--- src/rtl/aud_fifo_pkg.sv ---
package aud_fifo_pkg;

  // occupancy threshold test used for refill request and start gate
  function automatic bit level_below(int unsigned occ, int unsigned lvl);
    return occ < lvl;
  endfunction

  // circular pointer advance for any depth
  function automatic int unsigned ptr_advance(int unsigned p, int unsigned depth);
    return (p + 1 == depth) ? 0 : p + 1;
  endfunction

endpackage

--- src/rtl/aud_tick_sync.sv ---
module aud_tick_sync #(
  parameter int STAGES = 2
) (
  input  logic clk,
  input  logic rst_n,
  input  logic tick_async,
  output logic tick_rise
);
  logic [STAGES-1:0] chain_q;
  logic              last_q;

  always_ff @(posedge clk or negedge rst_n) begin
    if (!rst_n) begin
      chain_q <= '0;
      last_q  <= 1'b0;
    end else begin
      chain_q <= {chain_q[STAGES-2:0], tick_async};
      last_q  <= chain_q[STAGES-1];
    end
  end

  assign tick_rise = chain_q[STAGES-1] & ~last_q;
endmodule

--- src/rtl/aud_fifo_store.sv ---
module aud_fifo_store
  import aud_fifo_pkg::*;
#(
  parameter int W     = 32,
  parameter int DEPTH = 16,
  localparam int AW   = (DEPTH > 1) ? $clog2(DEPTH) : 1,
  localparam int CW   = $clog2(DEPTH + 1)
) (
  input  logic          clk,
  input  logic          rst_n,
  input  logic          flush,
  input  logic          push,
  input  logic [W-1:0]  wdata,
  input  logic          pop,
  output logic [W-1:0]  rdata,
  output logic [CW-1:0] occ
);
  logic [W-1:0]  mem [DEPTH];
  logic [AW-1:0] wr_ptr_q, rd_ptr_q;
  logic [CW-1:0] occ_q;

  always_ff @(posedge clk) begin
    if (push) mem[wr_ptr_q] <= wdata;
  end

  always_ff @(posedge clk or negedge rst_n) begin
    if (!rst_n) begin
      wr_ptr_q <= '0;
      rd_ptr_q <= '0;
      occ_q    <= '0;
    end else if (flush) begin
      wr_ptr_q <= '0;
      rd_ptr_q <= '0;
      occ_q    <= '0;
    end else begin
      if (push) wr_ptr_q <= AW'(ptr_advance(32'(wr_ptr_q), DEPTH));
      if (pop)  rd_ptr_q <= AW'(ptr_advance(32'(rd_ptr_q), DEPTH));
      case ({push, pop})
        2'b10:   occ_q <= occ_q + 1'b1;
        2'b01:   occ_q <= occ_q - 1'b1;
        default: occ_q <= occ_q;
      endcase
    end
  end

  assign rdata = mem[rd_ptr_q];
  assign occ   = occ_q;
endmodule

--- src/rtl/audio_tx_sample_fifo.sv ---
module audio_tx_sample_fifo
  import aud_fifo_pkg::*;
#(
  parameter int DATA_W      = 32,
  parameter int DEPTH       = 16,
  parameter int REQ_LEVEL   = DEPTH / 2,
  parameter int START_LEVEL = DEPTH / 2,
  parameter int SYNC_STAGES = 2,
  parameter bit HALF_WIDTH  = 1'b0,
  localparam int CW         = $clog2(DEPTH + 1)
) (
  input  logic              clk,
  input  logic              rst_n,
  input  logic              enable,
  input  logic              wr_valid,
  input  logic [DATA_W-1:0] wr_data,
  output logic              dma_req,
  input  logic              frame_tick,
  output logic [DATA_W-1:0] tx_sample,
  input  logic              sts_clear,
  input  logic              irq_en,
  output logic              underrun_sts,
  output logic              irq
);
  // named internal events, observed by the bound checker
  logic              slot_req;
  logic              push_evt;
  logic              pop_evt;
  logic              underrun_evt;
  logic              started_q;
  logic [CW-1:0]     occ;
  logic [DATA_W-1:0] head;
  logic [DATA_W-1:0] wdata_m;
  logic [DATA_W-1:0] tx_q;
  logic              sts_q;

  generate
    if (HALF_WIDTH) begin : g_narrow
      assign wdata_m = {{(DATA_W-16){1'b0}}, wr_data[15:0]};
    end else begin : g_full
      assign wdata_m = wr_data;
    end
  endgenerate

  aud_tick_sync #(.STAGES(SYNC_STAGES)) u_sync (
    .clk        (clk),
    .rst_n      (rst_n),
    .tick_async (frame_tick),
    .tick_rise  (slot_req)
  );

  assign push_evt     = enable & wr_valid & (occ != CW'(DEPTH));
  assign pop_evt      = enable & started_q & slot_req & (occ != '0);
  assign underrun_evt = enable & started_q & slot_req & (occ == '0);

  aud_fifo_store #(.W(DATA_W), .DEPTH(DEPTH)) u_store (
    .clk   (clk),
    .rst_n (rst_n),
    .flush (~enable),
    .push  (push_evt),
    .wdata (wdata_m),
    .pop   (pop_evt),
    .rdata (head),
    .occ   (occ)
  );

  always_ff @(posedge clk or negedge rst_n) begin
    if (!rst_n) begin
      started_q <= 1'b0;
      tx_q      <= '0;
      sts_q     <= 1'b0;
    end else begin
      if (!enable)
        started_q <= 1'b0;
      else if (!level_below(32'(occ), START_LEVEL))
        started_q <= 1'b1;
      if (pop_evt)
        tx_q <= head;
      if (underrun_evt)
        sts_q <= 1'b1;
      else if (sts_clear)
        sts_q <= 1'b0;
    end
  end

  assign dma_req      = enable & level_below(32'(occ), REQ_LEVEL);
  assign tx_sample    = tx_q;
  assign underrun_sts = sts_q;
  assign irq          = sts_q & irq_en;
endmodule

--- config.mk ---
export PLATFORM = sky130hd
export DESIGN_NAME = audio_tx_sample_fifo
export DESIGN_NICKNAME = d
export VERILOG_FILES = /design/src/rtl/aud_fifo_pkg.sv /design/src/rtl/aud_tick_sync.sv /design/src/rtl/aud_fifo_store.sv /design/src/rtl/audio_tx_sample_fifo.sv
export SDC_FILE = /design/constraint.sdc
export NUM_CORES = 1
export LEC_CHECK = 0
export BUFFER_PORTS_ARGS = -buffer_cell sky130_fd_sc_hd__buf_2
export CORE_AREA = 2 2 212 193
export DETAILED_ROUTE_END_ITERATION = 7
export DIE_AREA = 0 0 214 195
export GPL_TIMING_DRIVEN = 0
export PLACE_DENSITY = 0.7
export SYNTH_ARGS = -nofsm -noshare
export SYNTH_HDL_FRONTEND = slang
export SYNTH_SLANG_ARGS = --single-unit
--- constraint.sdc ---
create_clock -name clk -period 4.8 [get_ports clk]
set_input_delay 0.96 -clock clk [delete_from_list [all_inputs] [get_ports clk]]
set_output_delay 0.96 -clock clk [all_outputs]
set_load 0.05 [all_outputs]
### After elaboration in Yosys (flattened, before gate mapping)

Memories as Yosys holds them, arrays and structs flattened. A register that Yosys moved wholly into a read port is not among the register bits.
Cells that the tools add are included.

* flip-flop bits (word level): 18
* bits in writable memories: 512
* input port bits: 39
* output and inout port bits: 35
* word-level logic and storage cells: 50
* memories: 1

Memory list
* u_store.mem: depth 16, width 32, rd ports 1, clocked after memory_dff 1, write ports 1, RTL line aud_fifo_store.sv:18 `logic [W-1:0] mem [DEPTH];`

* $add $sub $neg: 4
* $lt $le $gt $ge: 1
* equal/unequal tests: 9
* mux-type cells: 14
* bitwise gates (word level): 10
* reduce and logical (&&, ||, !) cells: 4

Operators with widths (number)
* $mux 4: 6
* $add 4x1->5 const B: 2
* $eq 5x5->1 const B: 2
* $pmux 5 s2: 1
* $and 1x1->1: 9
* $mux 1: 6
* $add 5x1->5 const B: 1
* $logic_not 5->1: 1
* $lt 5x4->1 const B: 1
* $mux 5: 1
* $ne 5x5->1 const B: 1
* $reduce_bool 5->1: 1
* $sub 5x1->5 const B: 1
* $ne 2x1->1 const B: 2
* $ne 3x1->1 const B: 1
* $eq 2x1->1 const B: 1
* $eq 2x2->1 const B: 1
* $ne 2x2->1 const B: 1
* $reduce_bool 2->1: 1
* $logic_not 1->1: 1
* $not 1->1: 1

### Depth between registers and ports, before layout

* depth in word-level cells: 7
* mapped depth: 10
* gate-level depth less buffers: 8

### Hierarchy

A second synthesis with hierarchy kept.

* cells, all modules: 977
* area total of the unflattened synthesis: 21511.9 um^2

Modules (own cells, without submodules)
* aud_fifo_store: instances 1, cells an instance 889, area each 19976.7 um^2, seq. area each 15700.1 um^2
* audio_tx_sample_fifo: instances 1, cells an instance 84, area each 1446.4 um^2, seq. area each 850.8 um^2
* aud_tick_sync: instances 1, cells an instance 4, area each 88.8 um^2, seq. area each 75.1 um^2

### Least setup slack after synthesis

No wires, ideal clock.

* kind: input -> register
* from: input port enable
* to: memory u_store.mem[6][0], enable pin
* library setup time: 0.461 ns
* arrival: 4.105 ns
* required time: 4.339 ns
* slack: 0.234 ns
* stages: 5
* buffers on the path: 1
* cell sequence: clkbuf_1 > and2_1 > a21boi_0 > nand2_1 > nor3_1

* longest elaborated chain between the ends: 4

Ends and longest elaborated chain
* from (decl): RTL line audio_tx_sample_fifo.sv:14 `input logic enable,`
* $and 1x1->1 (2 in series): RTL line audio_tx_sample_fifo.sv:52 `assign push_evt = enable & wr_valid & (occ != CW'(DEPTH));`
* $mux 1: RTL line aud_fifo_store.sv:23 `if (push) mem[wr_ptr_q] <= wdata;`
* $mux 1 (implied by the code): RTL line aud_fifo_store.sv:23
* to (decl): RTL line aud_fifo_store.sv:18

No other way between the ends.

### Worst setup path after layout

* from: input port enable
* to: memory u_store.mem[13][10], enable pin

The elaborated chain is that of the path after synthesis.

==> flow_summary.ini <==
[routing]
drt_iter0_markers = 1100
vias = 10400
wl_per_cell_um = 27.3
route.detailed.drc = 0
firstDrtPassIters = 5
drtAntennaViolNets = 0
routed_wl_mm = 47.0
vias_per_cell = 6.02

[logic_synthesis]
syn-instance-count = 978
syn_area_per_cell_um2 = 22.1
ys_ff_latch = 562
syn-cell-area_mm2 = 0.0216
synth_area_leaders = edfxtp_1 71%, mux4_2 17%, dfrtp_1 5.8%, nand2_1 1.8%, clkbuf_1 0.50%
async_flop_share_pct = 8.90
synth_edf_count = 512
synthFlopType = edfxtp_1
syn_nets = 1024
synth_top_area_share_pct = 71.2
synth.distinct_cells = 45
yosys.area.top_type = edfxtp_1
ys_warn_count = 0
yosysSeqAreaShare_pct = 77.0

[floorplanning]
fp.dieW_um = 214
ioPinCount = 74
rows = 69
coreArea_mm2 = 0.0393
start_util_pct = 55.0
die_h_um = 195
die_area_mm2 = 0.0417

[global_route]
antenna_found_initial = 1
grt.overflow.total = 0
grt_pass1_wl_mm = 69.7
grt_max_degree = 51
grt_pass1_vias = 10700
grt_use_total_pct = 23.0

[cts]
cts-root-buf = clkbuf_16
cts_buffers = 55
cts_tree = yes
ctsResizeCount = 0
post_cts_buffers = 0
clk_latency_ns = 0.58
clock_sinks = 562
cts_htree_levels = 2
cts_hold_buffers = 0
clockBufferDepth = 3
clk_pin_slew_ns = 0.06

[final_layout]
fill_cells = 2629
num-nets-final = 1192
area_delta_synth_final_pct = 15.4
layout-drive-gt1-share_pct = 32.2
finalNonFillerCells = 1723

[timing]
worst_pin_slew_ns = 1.16
fin_skew_ns = 0.0219
hold-worst-slack_ns = 0.352
fmax_mhz = 278
slew_viol_final = 0
finalCriticalPeriod_ns = 3.60
fin_crit_sh_pct = 75.1
slew-limit-headroom_pct = 22.7
setup_tns_ns = 0
rsz0062_at_grt = no
setup_viol = 0
hold_viol = 0

[hold_path]
min_path_type = reg2reg

[placement]
place_congestion = 0.733
dp.final_hpwl_mm = 29.4
io_buffers = 71
placed_cells = 1621

[worst_setup_path]
required_ns = 5.08
cp-start-kind = input port
arrival_ns = 3.88
cp-end-kind = register
r2r_slack_ns = 1.74
path_class = in2reg
path_max_fanout = 19

[power_and_ir_drop]
switchingPower_mw = 2.19
p_clk_share_pct = 39.9
internal_power_mw = 7.89
p_leak_nw = 8.18
vdd_ir_drop_max_mv = 0.372
p_sw_share_pct = 21.8
pwr-share-comb_pct = 5.7
powerDensity_mw_per_mm2 = 405
p_total_mw = 10.1
power_frac_seq_pct = 54.4

[outcome]
outcome = completed

[run]
cap_violations = 0
[cell usage after synthesis, types with 4 or more instances]
cell and number:
buf_1 4, buf_2 14, buf_6 4, ha_1 7, a21oi_1 4, a21boi_0 4, inv_1 8, xnor2_1 7
mux4_2 160, clkbuf_1 29, edfxtp_1 512, and2_1 15, dfrtp_1 50, nor2_1 8, nor3_1 10, nand2_1 106
[metal layers]
layer  track usage, %  vias up  part of all wire (%)
met1             34.0     5574                    42
met2             37.0      373                    49
met4             5.26        0                   1.7
li1                 -     4363                     -
met5                0        -                     0
met3             3.58       68                   6.6
[layout make-up]
| class | instances | area, um^2 | share of cell area, % |
|---|---|---|---|
| clock inverter | 23 | 188 | 0.754 |
| antenna | 1 | 2.50 | 0.0100 |
| clock buffer | 78 | 1480 | 5.95 |
| inverter | 8 | 30.0 | 0.121 |
| sequential | 562 | 16600 | 66.8 |
| buffer | 53 | 260 | 1.05 |
| timing repair buffer | 111 | 901 | 3.62 |
| tap | 532 | 666 | 2.67 |
| multi-input combinational | 355 | 4750 | 19.1 |
[sequential cells by signal (all words and copies together), names as in the netlist]
register	cells
u_sync.chain_q	2
u_sync.last_q	1
underrun_sts	1
u_store.wr_ptr_q	4
started_q	1
u_store.mem	512
tx_sample	32
u_store.rd_ptr_q	4
u_store.occ	5
[cells in the final DEF, fill, tap and decap left out, types with 4 or more instances in the layout]
cell type,instances
nor3_2,8
nor2_1,4
buf_1,4
and2_1,11
mux4_2,160
buf_4,4
xnor2_1,7
and2_2,4
a21oi_1,4
clkinv_1,12
nor2_4,4
a21boi_0,4
clkbuf_16,55
buf_2,84
inv_1,8
buf_6,34
dfrtp_1,50
ha_1,7
edfxtp_1,512
nand2_1,106
clkinv_2,4
buf_12,4
buf_16,4
clkbuf_1,50
[kinds of logic after synthesis]
kind of cell               Yosys count  share of synthesized area (%)
and+or+nand+nor                    151                           3.07
buffers and inverters               61                           1.34
AOI/OAI and AO/OA                   27                           1.06
muxes                              161                           16.7
adders and majority gates            7                          0.406
xor gates and xnor gates             9                          0.365
DFF                                562                           77.0
[per-stage QoR]
stage                     worst slack, ns  instance area, um^2  util [%]
after floorplan                     0.234                21600         -
after global placement              -3.14                22600      57.6
after detailed placement            0.723                23200      59.1
after CTS                            1.34                24900      63.4
after global routing                 1.16                24900      63.4
final                                1.20                24900      63.4
[path summary, 6_finish.rpt]
kind / from / to / cells past startpoint
min: u_sync.chain_q[0] / u_sync.chain_q[1] / 0
max in group asynchronous: rst_n / tx_sample[10] / 1
max reg2reg: u_store.occ[0] / u_store.mem[13][10] / 5
max: enable / u_store.mem[13][10] / 6
min reg2reg: u_sync.chain_q[0] / u_sync.chain_q[1] / 0
min in group asynchronous: rst_n / tx_sample[24] / 1
[critical path, cell delays in order]
cell and delay, ns:
clkbuf_1 0.46, and2_1 0.33, a21boi_0 0.53, nand3_1 0.46, nor2_4 0.85, buf_16 0.24
[power groups by stage]
stage,sequential [mW],combinational [mW],clock (mW)
after CTS,5.49,0.580,4.08
after global routing,5.49,0.616,4.28
after detailed placement,5.59,0.578,0
final,5.49,0.574,4.02
after floorplan,5.79,0.162,0
after global placement,5.59,0.556,0
(Power assumes the default switching activity.)
